<file path="src/rtl/refresh_sched.sv">
module refresh_sched #(
  parameter int CLK_PERIOD_NS   = 10,
  parameter int REF_INTERVAL_NS = 15600,
  parameter int RETENTION_NS    = 16000000,
  parameter int ROWS            = 1024,
  parameter int PEND_MAX        = 7
) (
  input  logic clk,
  input  logic rst_n,
  input  logic burst_mode,
  input  logic access_busy,
  input  logic ref_done,
  output logic ref_req,
  output logic host_hold,
  output logic burst_active
);
  localparam int INTERVAL_CYC = REF_INTERVAL_NS / CLK_PERIOD_NS;
  localparam int PERIOD_CYC   = RETENTION_NS / CLK_PERIOD_NS;
  localparam int TMR_MAX      = (PERIOD_CYC > INTERVAL_CYC) ? PERIOD_CYC : INTERVAL_CYC;
  localparam int TMR_W        = $clog2(TMR_MAX + 1);
  localparam int ROW_W        = (ROWS > 2) ? $clog2(ROWS) : 1;
  localparam int PEND_W       = $clog2(PEND_MAX + 1);
  localparam logic [TMR_W-1:0]  INT_LAST = TMR_W'(INTERVAL_CYC - 1);
  localparam logic [TMR_W-1:0]  PER_LAST = TMR_W'(PERIOD_CYC - 1);
  localparam logic [ROW_W-1:0]  ROW_LAST = ROW_W'(ROWS - 1);
  localparam logic [PEND_W-1:0] PEND_TOP = PEND_W'(PEND_MAX);

  typedef enum logic [1:0] {S_IDLE, S_SINGLE, S_BURST} state_t;

  state_t            state;
  logic [TMR_W-1:0]  timer;
  logic [PEND_W-1:0] pending;
  logic [ROW_W-1:0]  row;

  logic tick, last_row, retire, start, inc;

  assign tick     = timer >= (burst_mode ? PER_LAST : INT_LAST);
  assign last_row = row == ROW_LAST;
  assign retire   = ref_done && (state == S_SINGLE || (state == S_BURST && last_row));
  assign start    = state == S_IDLE && pending != '0 && !access_busy;
  assign inc      = tick && (pending != PEND_TOP || retire);

  assign ref_req      = state != S_IDLE;
  assign host_hold    = ref_req || pending != '0;
  assign burst_active = state == S_BURST;

  always_ff @(posedge clk or negedge rst_n) begin
    if (!rst_n) timer <= '0;
    else if (tick) timer <= '0;
    else timer <= timer + 1'b1;
  end

  always_ff @(posedge clk or negedge rst_n) begin
    if (!rst_n) pending <= '0;
    else if (inc && !retire) pending <= pending + 1'b1;
    else if (!inc && retire) pending <= pending - 1'b1;
  end

  always_ff @(posedge clk or negedge rst_n) begin
    if (!rst_n) begin
      state <= S_IDLE;
      row   <= '0;
    end else begin
      case (state)
        S_IDLE: if (start) begin
          state <= burst_mode ? S_BURST : S_SINGLE;
          row   <= '0;
        end
        S_SINGLE: if (ref_done) state <= S_IDLE;
        S_BURST: if (ref_done) begin
          if (last_row) state <= S_IDLE;
          else row <= row + 1'b1;
        end
        default: state <= S_IDLE;
      endcase
    end
  end

  assert_tick_owes_R2: assert property (@(posedge clk) disable iff (!rst_n)
    tick |=> host_hold);

  assert_hold_release_R3: assert property (@(posedge clk) disable iff (!rst_n)
    $fell(host_hold) |-> $past(ref_done));

  assert_wait_busy_R4: assert property (@(posedge clk) disable iff (!rst_n)
    $rose(ref_req) |-> !$past(access_busy));

  assert_req_held_R5: assert property (@(posedge clk) disable iff (!rst_n)
    (ref_req && !ref_done) |=> ref_req);

  assert_no_overflow_R6: assert property (@(posedge clk) disable iff (!rst_n)
    (pending == PEND_TOP && !retire) |=> pending == PEND_TOP);

  assert_idle_done_R7: assert property (@(posedge clk) disable iff (!rst_n)
    (!ref_req && ref_done && !tick) |=> pending == $past(pending));

  assert_burst_contig_R8: assert property (@(posedge clk) disable iff (!rst_n)
    (burst_active && !(ref_done && last_row)) |=> burst_active && ref_req);

  assert_burst_rise_R9: assert property (@(posedge clk) disable iff (!rst_n)
    $rose(burst_active) |-> $rose(ref_req));

  assert_burst_fall_R9: assert property (@(posedge clk) disable iff (!rst_n)
    $fell(burst_active) |-> $past(ref_done) && $past(last_row) && !ref_req);
endmodule

</file>
<file path="config.mk">
export PLATFORM = sky130hd
export DESIGN_NAME = refresh_sched
export DESIGN_NICKNAME = d
export VERILOG_FILES = /design/src/rtl/refresh_sched.sv
export SDC_FILE = /design/constraint.sdc
export NUM_CORES = 1
export LEC_CHECK = 0
export BUFFER_PORTS_ARGS = -buffer_cell sky130_fd_sc_hd__buf_4
export CORE_MARGIN = 2
export CORE_UTILIZATION = 30
export DETAILED_ROUTE_END_ITERATION = 12
export GPL_TIMING_DRIVEN = 0
export SYNTH_ARGS = -nofsm -noshare
export SYNTH_HDL_FRONTEND = slang
export SYNTH_SLANG_ARGS = --single-unit
</file>
<file path="constraint.sdc">
create_clock -name clk -period 7.5 [get_ports clk]
set_input_delay 0 -clock clk [delete_from_list [all_inputs] [get_ports clk]]
set_output_delay 0 -clock clk [all_outputs]
set_load 0.05 [all_outputs]
</file>
==> metrics.md, run 1 <==
| Metric | Value |
|---|---|
| Status | `finished clean` |
| Worst-skew pair later-pin latency | `290 ps` |
| Post-synthesis net count | `257` |
| GR Util met3 | `3.64%` |
| Max-cap viol count | `0` |
| Met1 usage | `15.4%` |
| Clock network fraction of total power | `22.2%` |
| Number of diodes | `0` |
| Slew Viols, Final | `0` |
| DIE AREA | `7870 sq um` |
| Non-Filler Instances | `347` |
| Tcrit/Tclk final | `40.2%` |
| Initial core utilization | `31.3%` |
| Detailed Place HPWL | `2970 um` |
| First-pass GRT wire length | `7200 um` |
| Leakage | `1.03 nW` |
| Antenna violations before repair | `0` |
| Delay of the slowest cell on the worst path | `590 ps` |
| Final hold violation count | `0` |
| Fmax achieved | `331 MHz` |
| Synth Area in Adders | `9.65%` |
| Relative slew slack | `59.2%` |
| Final setup margin | `4480 ps` |
| ANT nets after route | `0` |
| Cell family with most CP delay | `simple AND/OR/NAND/NOR gates` |
| Rows | `30` |
| Final number of setup-violating endpoints | `0` |
| DR vias/cell | `4.88` |
| M2 GR Usage | `18.7%` |
| Cell internal pwr | `366 uW` |
| Area after DPL | `2320 sq um` |
| R2r setup slk | `4480 ps` |
| Largest net degree at the start of global routing | `37` |
| Synth Cell Area | `2150 sq um` |
| Mux share of post-synthesis cell area | `0.523%` |
| Switching share of power | `38.3%` |
| Register bit total from synthesis | `36` |
| Vias in the first global route | `1536` |
| Post-synthesis sequential area ratio | `41.9%` |
| Crit Path Category | `flip-flop to flip-flop` |
| Crit start category | `flip-flop` |
| Crit. End Element | `flip-flop` |
| DRT Wirelength | `4180 um` |
| Area share of xor/xnor cells in the synthesized design | `8.95%` |
| Sw Pwr | `227 uW` |
| Max VDD drop | `0.0731 mV` |
| Die span in x | `88.7 um` |
| Grt total ovfl | `0` |
| Num Clock Sinks | `36` |
| Residual DRC count | `0` |
| DR WL/cell | `12.0 um` |
| Share of power burned in registers | `44.1%` |
| Num CTS Buffers | `5` |
| Critical path data arrival time | `3230 ps` |
| EDFF count, synth | `0` |
| Commonest cells after routing, fill and taps aside | `36 x nor2_1, 36 x dfrtp_1, 18 x xnor2_1` |
| Number of port buffers | `7` |
| CTS root buf | `clkbuf_8` |
| Drt pass-1 iters | `4` |
| Nets | `272` |
| Post-synth ARST share | `100%` |
| Post-CTS Setup Repair Bufs | `0` |
| Synth Area in Simple Gates | `23.5%` |
| Die Y | `88.7 um` |
| CTS max path bufs | `2` |
| DR vias | `1692` |
| TritonCTS clock tree | `yes` |
| Slowest cell on crit path | `nor4_2` |
| CTS clk-pin slew, worst paths | `70 ps` |
| Initial DRC Count | `79` |
| Synth warn | `0` |
| Minimum clock period | `3020 ps` |
| Worst slew pin tran | `607 ps` |
| CTS HTree Levels | `2` |
| Power per cell area | `246 nW/um^2` |
| Inst Count DP | `339` |
| Critical Path Fanout Max | `6` |
| Worst hold slack | `3.80 ps` |
| Critical Path, Cell by Cell | `ha_1, nand3_1, nor4_2, and3_1, o31a_1, ha_1, inv_1, fa_1, xor2_1, nor2_1, xor2_1` |
| Main combinational cell family by area after synthesis | `simple AND/OR/NAND/NOR gates` |
| HP Class | `input pin to flip-flop` |
| Gp weighted congestion | `0.812` |
| Final Cell Area | `2410 sq um` |
| Post-synthesis cell count | `236` |
| TNS Setup | `0 ps` |
| Combinational power share | `33.8%` |
| Boundary pin count | `8` |
| Mean Syn Cell Area | `9.12 sq um` |
| Top Usage Layer GRT | `met2` |
| Yosys cell types | `42` |
| Layout area overhead | `12.1%` |
| Worst path bufs/invs | `1` |
| Util after Layout | `35.1%` |
| Clock Skew | `6.37 ps` |
| Worst path required time | `7720 ps` |
| Worst slack at placement | `4550 ps` |
| Primary FF master, synth | `dfrtp_1` |
| Power Total | `593 uW` |
| Complex-gate fraction of the synthesized area | `11.5%` |
| Total GRT Usage | `12.0%` |
| Total core area | `6870 sq um` |
| Layout cells sized above 1 | `7.97%` |
| RSZ-0062 raised after global routing | `false` |
[power by group through the flow]
| stage | clock network (mW) | logic, mW | registers (mW) |
|---|---|---|---|
| after floorplan | 0 | 0.154 | 0.255 |
| after global placement | 0 | 0.197 | 0.264 |
| after detailed placement | 0 | 0.202 | 0.263 |
| after CTS | 0.136 | 0.203 | 0.261 |
| after global routing | 0.146 | 0.225 | 0.268 |
| final | 0.131 | 0.200 | 0.261 |
[what timing repair did]
item | 4_1_cts | 5_1_grt
endpoints found under the setup margin | 0 | 0
endpoints found under the hold margin | 36 | 0
resized for setup | 0 | 0
hold buffers | 1 | 0
[layer usage]
metal / wire [um] / vias to the layer above
li1: - / 859
met1: 2060 / 807
met2: 1930 / 21
met3: 125 / 5
met4: 65 / 0
met5: 0 / -
[Yosys cell counts, types with 2 or more instances]
| cell | instances | share of area, % |
|---|---|---|
| nand2_1 | 14 | 2.4 |
| nor4_1 | 4 | 1.2 |
| inv_1 | 15 | 2.6 |
| nand2b_1 | 2 | 0.58 |
| o21ai_0 | 12 | 2.8 |
| o41ai_1 | 3 | 1.2 |
| or4_1 | 3 | 1.0 |
| a21oi_1 | 9 | 2.1 |
| a211oi_1 | 2 | 0.70 |
| a211o_1 | 2 | 0.81 |
| xnor2_1 | 18 | 7.3 |
| nor3_1 | 12 | 2.8 |
| nand3_1 | 15 | 3.5 |
| o21a_1 | 2 | 0.70 |
| nor2_1 | 36 | 6.3 |
| and3_1 | 3 | 0.87 |
| nand4b_1 | 2 | 0.81 |
| ha_1 | 15 | 8.7 |
| dfrtp_1 | 36 | 42 |
| xor2_1 | 4 | 1.6 |
| or3_1 | 4 | 1.2 |
| buf_2 | 3 | 0.70 |
[final cells by class]
cell class,instances,area [sq um]
flip-flops and latches,36,901
inverters,15,56.3
clock buffers,6,72.6
fillers,707,4460
repair buffers,8,62.6
multi-input cells,180,1160
plain buffers,5,30.0
well taps,96,120
clock inverters,1,5.00
[final timing paths]
path | from | end | depth (start not counted)
max | row[0]$_DFFE_PN0P_ | pending[2]$_DFFE_PN0P_ | 11
min | burst_mode | state[1]$_DFFE_PN0P_ | 2
max reg2reg | row[0]$_DFFE_PN0P_ | pending[2]$_DFFE_PN0P_ | 11
min reg2reg | timer[0]$_DFF_PN0_ | timer[0]$_DFF_PN0_ | 1
max in group asynchronous | rst_n | timer[4]$_DFF_PN0_ | 2
min in group asynchronous | rst_n | timer[15]$_DFF_PN0_ | 2
[state kept, by name, indices dropped and copies added, names as in the netlist]
signal	cells
timer	21
pending	3
state	2
row	10
[worst reg2reg max path, stage by stage (launching register included)]
cell and delay [ps]:
dfrtp_1 460, ha_1 220, nand3_1 210, nor4_2 590, and3_1 260, o31a_1 150, ha_1 190, inv_1 60
fa_1 380, xor2_1 170, nor2_1 110, xor2_1 160
[kinds of logic after synthesis]
logic type,Yosys count
muxes,1
AOI/OAI and AO/OA,39
buffers and inverters,20
xor gates and xnor gates,22
and+or+nand+nor,102
DFF,36
adders and majority gates,16
Power figures use the tool's default switching activity.
==> run 2, diff against run 1 <==
clock period = 3 ns   (was 7.5 ns; I/O delays follow)
==> metrics.md, run 2 (synthesis gave the netlist of run 1 again) <==
| Metric | Value |
|---|---|
| Residual DRC count | `0 (unchanged)` |
| Worst-skew pair later-pin latency | `290 ps (about the same)` |
| Max VDD drop | `0.183 mV (+150%)` |
| Initial DRC Count | `93 (+18%)` |
| Met2 routed WL | `1960 um (+1.6%)` |
| CTS clk-pin slew, worst paths | `70 ps (about the same)` |
| Number of port buffers | `7 (unchanged)` |
| Final hold violation count | `0 (unchanged)` |
| Top sig layer | `met4` |
| Status | `finished clean` |
| Critical Path Fanout Max | `4 (-2)` |
| Fmax achieved | `361 MHz (+8.9%)` |
| Relative slew slack | `59.5% (+0.33 points)` |
| DR vias | `1693 (+0.059%)` |
| Minimum clock period | `2770 ps (-246 ps)` |
| Util after Layout | `35.5% (+0.35 points)` |
| DR WL/cell | `12.2 um (+1.1%)` |
| Cell internal pwr | `914 uW (+150%)` |
| Sw Pwr | `572 uW (+150%)` |
| DRT Wirelength | `4250 um (+1.7%)` |
| Crit start category | `flip-flop` |
| Final number of setup-violating endpoints | `0 (unchanged)` |
| Combinational power share | `33.9% (about the same)` |
| Max-cap viol count | `0 (unchanged)` |
| Number of diodes | `0 (unchanged)` |
| Inst Count DP | `339 (unchanged)` |
| Clock network fraction of total power | `22.2% (about the same)` |
| Total core area | `6870 sq um (unchanged)` |
| Die Y | `88.7 um (unchanged)` |
| Wire length on met1 | `2070 um (+0.53%)` |
| Boundary pin count | `8 (unchanged)` |
| Leakage | `1.06 nW (+2.7%)` |
| Critical path data arrival time | `2990 ps (-240 ps)` |
| Worst path required time | `3220 ps (-4500 ps)` |
| DR vias/cell | `4.85 (-0.51%)` |
| Non-Filler Instances | `349 (+0.58%)` |
| ANT nets after route | `0 (unchanged)` |
| Detailed Place HPWL | `2970 um (unchanged)` |
| Antenna violations before repair | `0 (unchanged)` |
| Commonest cells after routing, fill and taps aside | `36 x nor2_1, 36 x dfrtp_1, 18 x xnor2_1` |
| CTS root buf | `clkbuf_8` |
| Vias in the first global route | `1555 (+1.2%)` |
| Met3 routed WL | `140 um (+12%)` |
| Layout area overhead | `13.2%` |
| Drt pass-1 iters | `4 (unchanged)` |
| Largest net degree at the start of global routing | `37 (unchanged)` |
| Largest reg by FF count | `timer` |
| CTS max path bufs | `2 (unchanged)` |
| Layout cells sized above 1 | `8.70% (+0.73 points)` |
| Initial core utilization | `31.3% (unchanged)` |
| Top Registers | `timer (21), row (10), pending (3)` |
| Delay of the slowest cell on the worst path | `590 ps (about the same)` |
| First-pass GRT wire length | `7270 um (+0.96%)` |
| TritonCTS clock tree | `yes` |
| Grt total ovfl | `0 (unchanged)` |
| Die span in x | `88.7 um (unchanged)` |
| Clock Skew | `6.71 ps (+0.340 ps)` |
| Critical Path, Cell by Cell | `or4_1, nor3_1, o21ai_0, nand4b_1, o31a_1, ha_1, inv_1, fa_1, xor2_1, nor2_1, xor2_1` |
| Gp weighted congestion | `0.812 (unchanged)` |
| RSZ-0062 raised after global routing | `false` |
| Power per cell area | `610 nW/um^2 (+150%)` |
| Worst slew pin tran | `602 ps (-4.88 ps)` |
| Num Clock Sinks | `36 (unchanged)` |
| Crit. End Element | `flip-flop` |
| Switching share of power | `38.5% (+0.19 points)` |
| HP Class | `input pin to flip-flop` |
| Slowest cell on crit path | `or4_1` |
| Tcrit/Tclk final | `92.4% (+52 points)` |
| DIE AREA | `7870 sq um (unchanged)` |
| Most used cell, CP | `xor2_1` |
| CTS HTree Levels | `2 (unchanged)` |
| Crit Path Category | `flip-flop to flip-flop` |
| Worst hold slack | `4.99 ps (+1.20 ps)` |
| Slew Viols, Final | `0 (unchanged)` |
| Num CTS Buffers | `5 (unchanged)` |
| Nets | `274 (+0.74%)` |
| TNS Setup | `0 ps (unchanged)` |
| Worst path bufs/invs | `1 (unchanged)` |
| Rows | `30 (unchanged)` |
| Total GRT Usage | `12.1% (+0.12 points)` |
| Cell family with most CP delay | `simple AND/OR/NAND/NOR gates` |
| Max reg flops | `21 (unchanged)` |
| Share of power burned in registers | `43.9% (-0.2 points)` |
## run 2: changes by cell type in the layout (fill, tap and decap cells not counted), sizes merged
cell and change:
buf +2
## run 2: path summary, 6_finish.rpt
| kind | start | endpoint | slack [ps] | depth (start not counted) |
|---|---|---|---|---|
| min in group asynchronous | rst_n | timer[15]$_DFF_PN0_ | 200 | 2 |
| worst min register to register | timer[0]$_DFF_PN0_ | timer[0]$_DFF_PN0_ | 490 | 1 |
| worst max-delay path | timer[15]$_DFF_PN0_ | pending[2]$_DFFE_PN0P_ | 230 | 11 |
| max in group asynchronous | rst_n | timer[10]$_DFF_PN0_ | 2470 | 2 |
| worst max register to register | timer[15]$_DFF_PN0_ | pending[2]$_DFFE_PN0P_ | 230 | 11 |
| worst min-delay path | burst_mode | state[1]$_DFFE_PN0P_ | 5 | 2 |
## run 2: area by class of cell
type                       count  area (sq um)
clock inverter                 1          5.00
timing repair buffer          10          77.6
sequential                    36           901
buffer                         5          30.0
multi-input combinational    180          1170
tap                           96           120
inverter                      15          56.3
fill                         709          4430
clock buffer                   6          72.6
## run 2: through the flow
step	cell area, sq um	total power, mW	setup slack, ps
2_1_floorplan	2150	1.02	404
3_3_place_gp	2320	1.15	55.5
3_5_place_dp	2320	1.16	48.2
4_1_cts	2420	1.50	73.5
5_1_grt	2440	1.60	24.4
6_report	2440	1.49	229
## run 2: timing repair
action                     4_1_cts  5_1_grt
hold buffers                     1        0
pin swaps                        0        2
cloned                           0        0
hold endpoints to repair        36        0
setup endpoints to repair        1        2
gates resized for setup          1        0
buffers inserted                 0        2
## run 2: power groups by stage
stage	combinational (mW)	sequential, mW	clock (mW)
finish	0.504	0.653	0.330
CTS	0.507	0.652	0.340
global route	0.564	0.671	0.365
floorplan	0.385	0.638	0
detailed placement	0.506	0.658	0
global placement	0.494	0.659	0
## run 2: routing by layer
layer / up-vias / track usage [%]
met5: - / 0
met4: 0 / 5.10
met3: 6 / 3.73
met2: 20 / 19.0
met1: 806 / 15.4
li1: 861 / -
==> run 3, diff against run 2 <==
clock period = 3.1 ns   (was 3 ns; I/O delays follow)
==> metrics.md, run 3 (synthesis gave the netlist of run 1 again) <==
| Metric | Value |
|---|---|
| Max-cap viol count | `0 (unchanged)` |
| Gp weighted congestion | `0.812 (unchanged)` |
| Worst r2r path cells | `11 (unchanged)` |
| DIE AREA | `7870 sq um (unchanged)` |
| ANT nets after route | `0 (unchanged)` |
| First-pass GRT wire length | `7200 um (-0.95%)` |
| Number of diodes | `0 (unchanged)` |
| DR vias | `1698 (+0.30%)` |
| RSZ-0062 raised after global routing | `false` |
| CTS clk-pin slew, worst paths | `70 ps (about the same)` |
| Drt pass-1 iters | `4 (unchanged)` |
| Antenna violations before repair | `0 (unchanged)` |
| Crit. End Element | `flip-flop` |
| Reg2reg end | `pending[2]$_DFFE_PN0P_` |
| Fill count | `708 (-0.14%)` |
| Final Cell Area | `2420 sq um (-0.62%)` |
| Num Clock Sinks | `36 (unchanged)` |
| Residual DRC count | `0 (unchanged)` |
| Detailed Place HPWL | `2970 um (unchanged)` |
| Max reg flops | `21 (unchanged)` |
| Worst path required time | `3320 ps (+100 ps)` |
| Worst slew pin tran | `603 ps (+1.11 ps)` |
| Number of port buffers | `7 (unchanged)` |
| Commonest cells after routing, fill and taps aside | `36 x nor2_1, 36 x dfrtp_1, 18 x xnor2_1` |
| Area after DPL | `2320 sq um (unchanged)` |
| TritonCTS clock tree | `yes` |
| Layout cells sized above 1 | `7.97% (-0.73 points)` |
| Leakage | `1.05 nW (-1.0%)` |
| Die Y | `88.7 um (unchanged)` |
| Final hold violation count | `0 (unchanged)` |
| DRT Wirelength | `4250 um (about the same)` |
| Status | `finished clean` |
| HP Start | `burst_mode` |
| Endpoint, Worst Hold | `state[1]$_DFFE_PN0P_` |
| Worst slack at placement | `148 ps (+100 ps)` |
| Tcrit/Tclk final | `90.9% (-1.5 points)` |
| Worst-skew pair later-pin latency | `290 ps (about the same)` |
| Final setup margin | `282 ps (+53.1 ps)` |
| Post-CTS Setup Repair Bufs | `0 (unchanged)` |
| Critical Path Fanout Max | `4 (unchanged)` |
| Vias in the first global route | `1536 (-1.2%)` |
| TNS Setup | `0 ps (unchanged)` |
| Rows | `30 (unchanged)` |
| Top Registers | `timer (21), row (10), pending (3)` |
| R2r startpoint | `timer[15]$_DFF_PN0_` |
| DR vias/cell | `4.89 (+0.87%)` |
| Hold Path Stages | `2 (unchanged)` |
| Fmax achieved | `355 MHz (-1.7%)` |
| Relative slew slack | `59.5% (-0.074 points)` |
| Worst hold slack | `1.81 ps (-3.19 ps)` |
| Initial core utilization | `31.3% (unchanged)` |
| Largest net degree at the start of global routing | `37 (unchanged)` |
| Minimum clock period | `2820 ps (+46.9 ps)` |
| Max VDD drop | `0.177 mV (-3.2%)` |
| Num CTS Buffers | `5 (unchanged)` |
| Initial DRC Count | `87 (-6.5%)` |
| Critical path data arrival time | `3040 ps (+50 ps)` |
| CTS root buf | `clkbuf_8` |
| Total GRT Usage | `12.0% (-0.12 points)` |
| Power per cell area | `595 nW/um^2 (-2.6%)` |
| Die span in x | `88.7 um (unchanged)` |
| Boundary pin count | `8 (unchanged)` |
| Largest reg by FF count | `timer` |
| Layout area overhead | `12.5%` |
| Grt total ovfl | `0 (unchanged)` |
| CTS max path bufs | `2 (unchanged)` |
| Nets | `272 (-0.73%)` |
| Clock Skew | `6.75 ps (+0.0315 ps)` |
| Crit Path Category | `flip-flop to flip-flop` |
| Total core area | `6870 sq um (unchanged)` |
| Slew Viols, Final | `0 (unchanged)` |
| Crit start category | `flip-flop` |
| CTS HTree Levels | `2 (unchanged)` |
| HP Class | `input pin to flip-flop` |
| Final number of setup-violating endpoints | `0 (unchanged)` |
| R2r setup slk | `280 ps (+50 ps)` |
| DR WL/cell | `12.2 um (+0.60%)` |
run 3: layout make-up:
class / instances / area (sq um) / area share, %
inverters: 15 / 56.3 / 2.33
clock inverters: 1 / 5.00 / 0.207
clock buffers: 6 / 72.6 / 3.00
multi-input cells: 180 / 1170 / 48.5
well taps: 96 / 120 / 4.96
plain buffers: 5 / 30.0 / 1.24
flip-flops and latches: 36 / 901 / 37.2
repair buffers: 8 / 62.6 / 2.58
run 3: power breakdown:
part | internal, mW | total (mW) | switching, mW | leakage [nW]
combinational | 0.191 | 0.487 | 0.297 | 0.524
sequential | 0.541 | 0.632 | 0.0908 | 0.481
clock | 0.153 | 0.320 | 0.167 | 0.0410
total | 0.885 | 1.44 | 0.555 | 1.05
run 3: worst max-delay path by stage:
| stage | from | endpoint | slack (ps) | cells past startpoint |
|---|---|---|---|---|
| final | timer[15]$_DFF_PN0_ | pending[2]$_DFFE_PN0P_ | 280 | 11 |
| after global routing | timer[15]$_DFF_PN0_ | pending[2]$_DFFE_PN0P_ | 80 | 11 |
| after CTS | row[0]$_DFFE_PN0P_ | pending[2]$_DFFE_PN0P_ | 70 | 11 |
| after detailed placement | row[0]$_DFFE_PN0P_ | pending[2]$_DFFE_PN0P_ | 150 | 11 |
| after global placement | row[0]$_DFFE_PN0P_ | pending[2]$_DFFE_PN0P_ | 160 | 11 |
| after floorplan | row[0]$_DFFE_PN0P_ | pending[2]$_DFFE_PN0P_ | 500 | 11 |
run 3: through the flow:
stage               total power, mW  instances  util, %
floorplan                     0.990        236        -
global placement               1.12        339     33.8
detailed placement             1.13        339     33.8
CTS                            1.45        347     35.1
global route                   1.55        347     35.2
finish                         1.44        347     35.2
run 3: routing by layer:
metal	up-vias	share of wire, %	global-route usage, %
met4	0	1.9	4.96
met1	812	49	15.4
met3	6	3.2	3.64
met5	-	0	0
li1	857	-	-
met2	23	46	18.7
run 3: what timing repair did:
item,in CTS,in global routing
gates resized for setup,0,1
hold endpoints to repair,36,0
endpoints found under the setup margin,0,2
hold buffers,1,0
run 3: worst max-delay path, stage by stage, from the launching register on:
cell	delay, ps
dfrtp_1	410
or4_1	590
nor3_1	190
o21ai_0	110
nand4b_1	200
o31a_1	180
ha_1	190
inv_1	60
fa_1	380
xor2_1	170
nor2_1	110
xor2_1	160
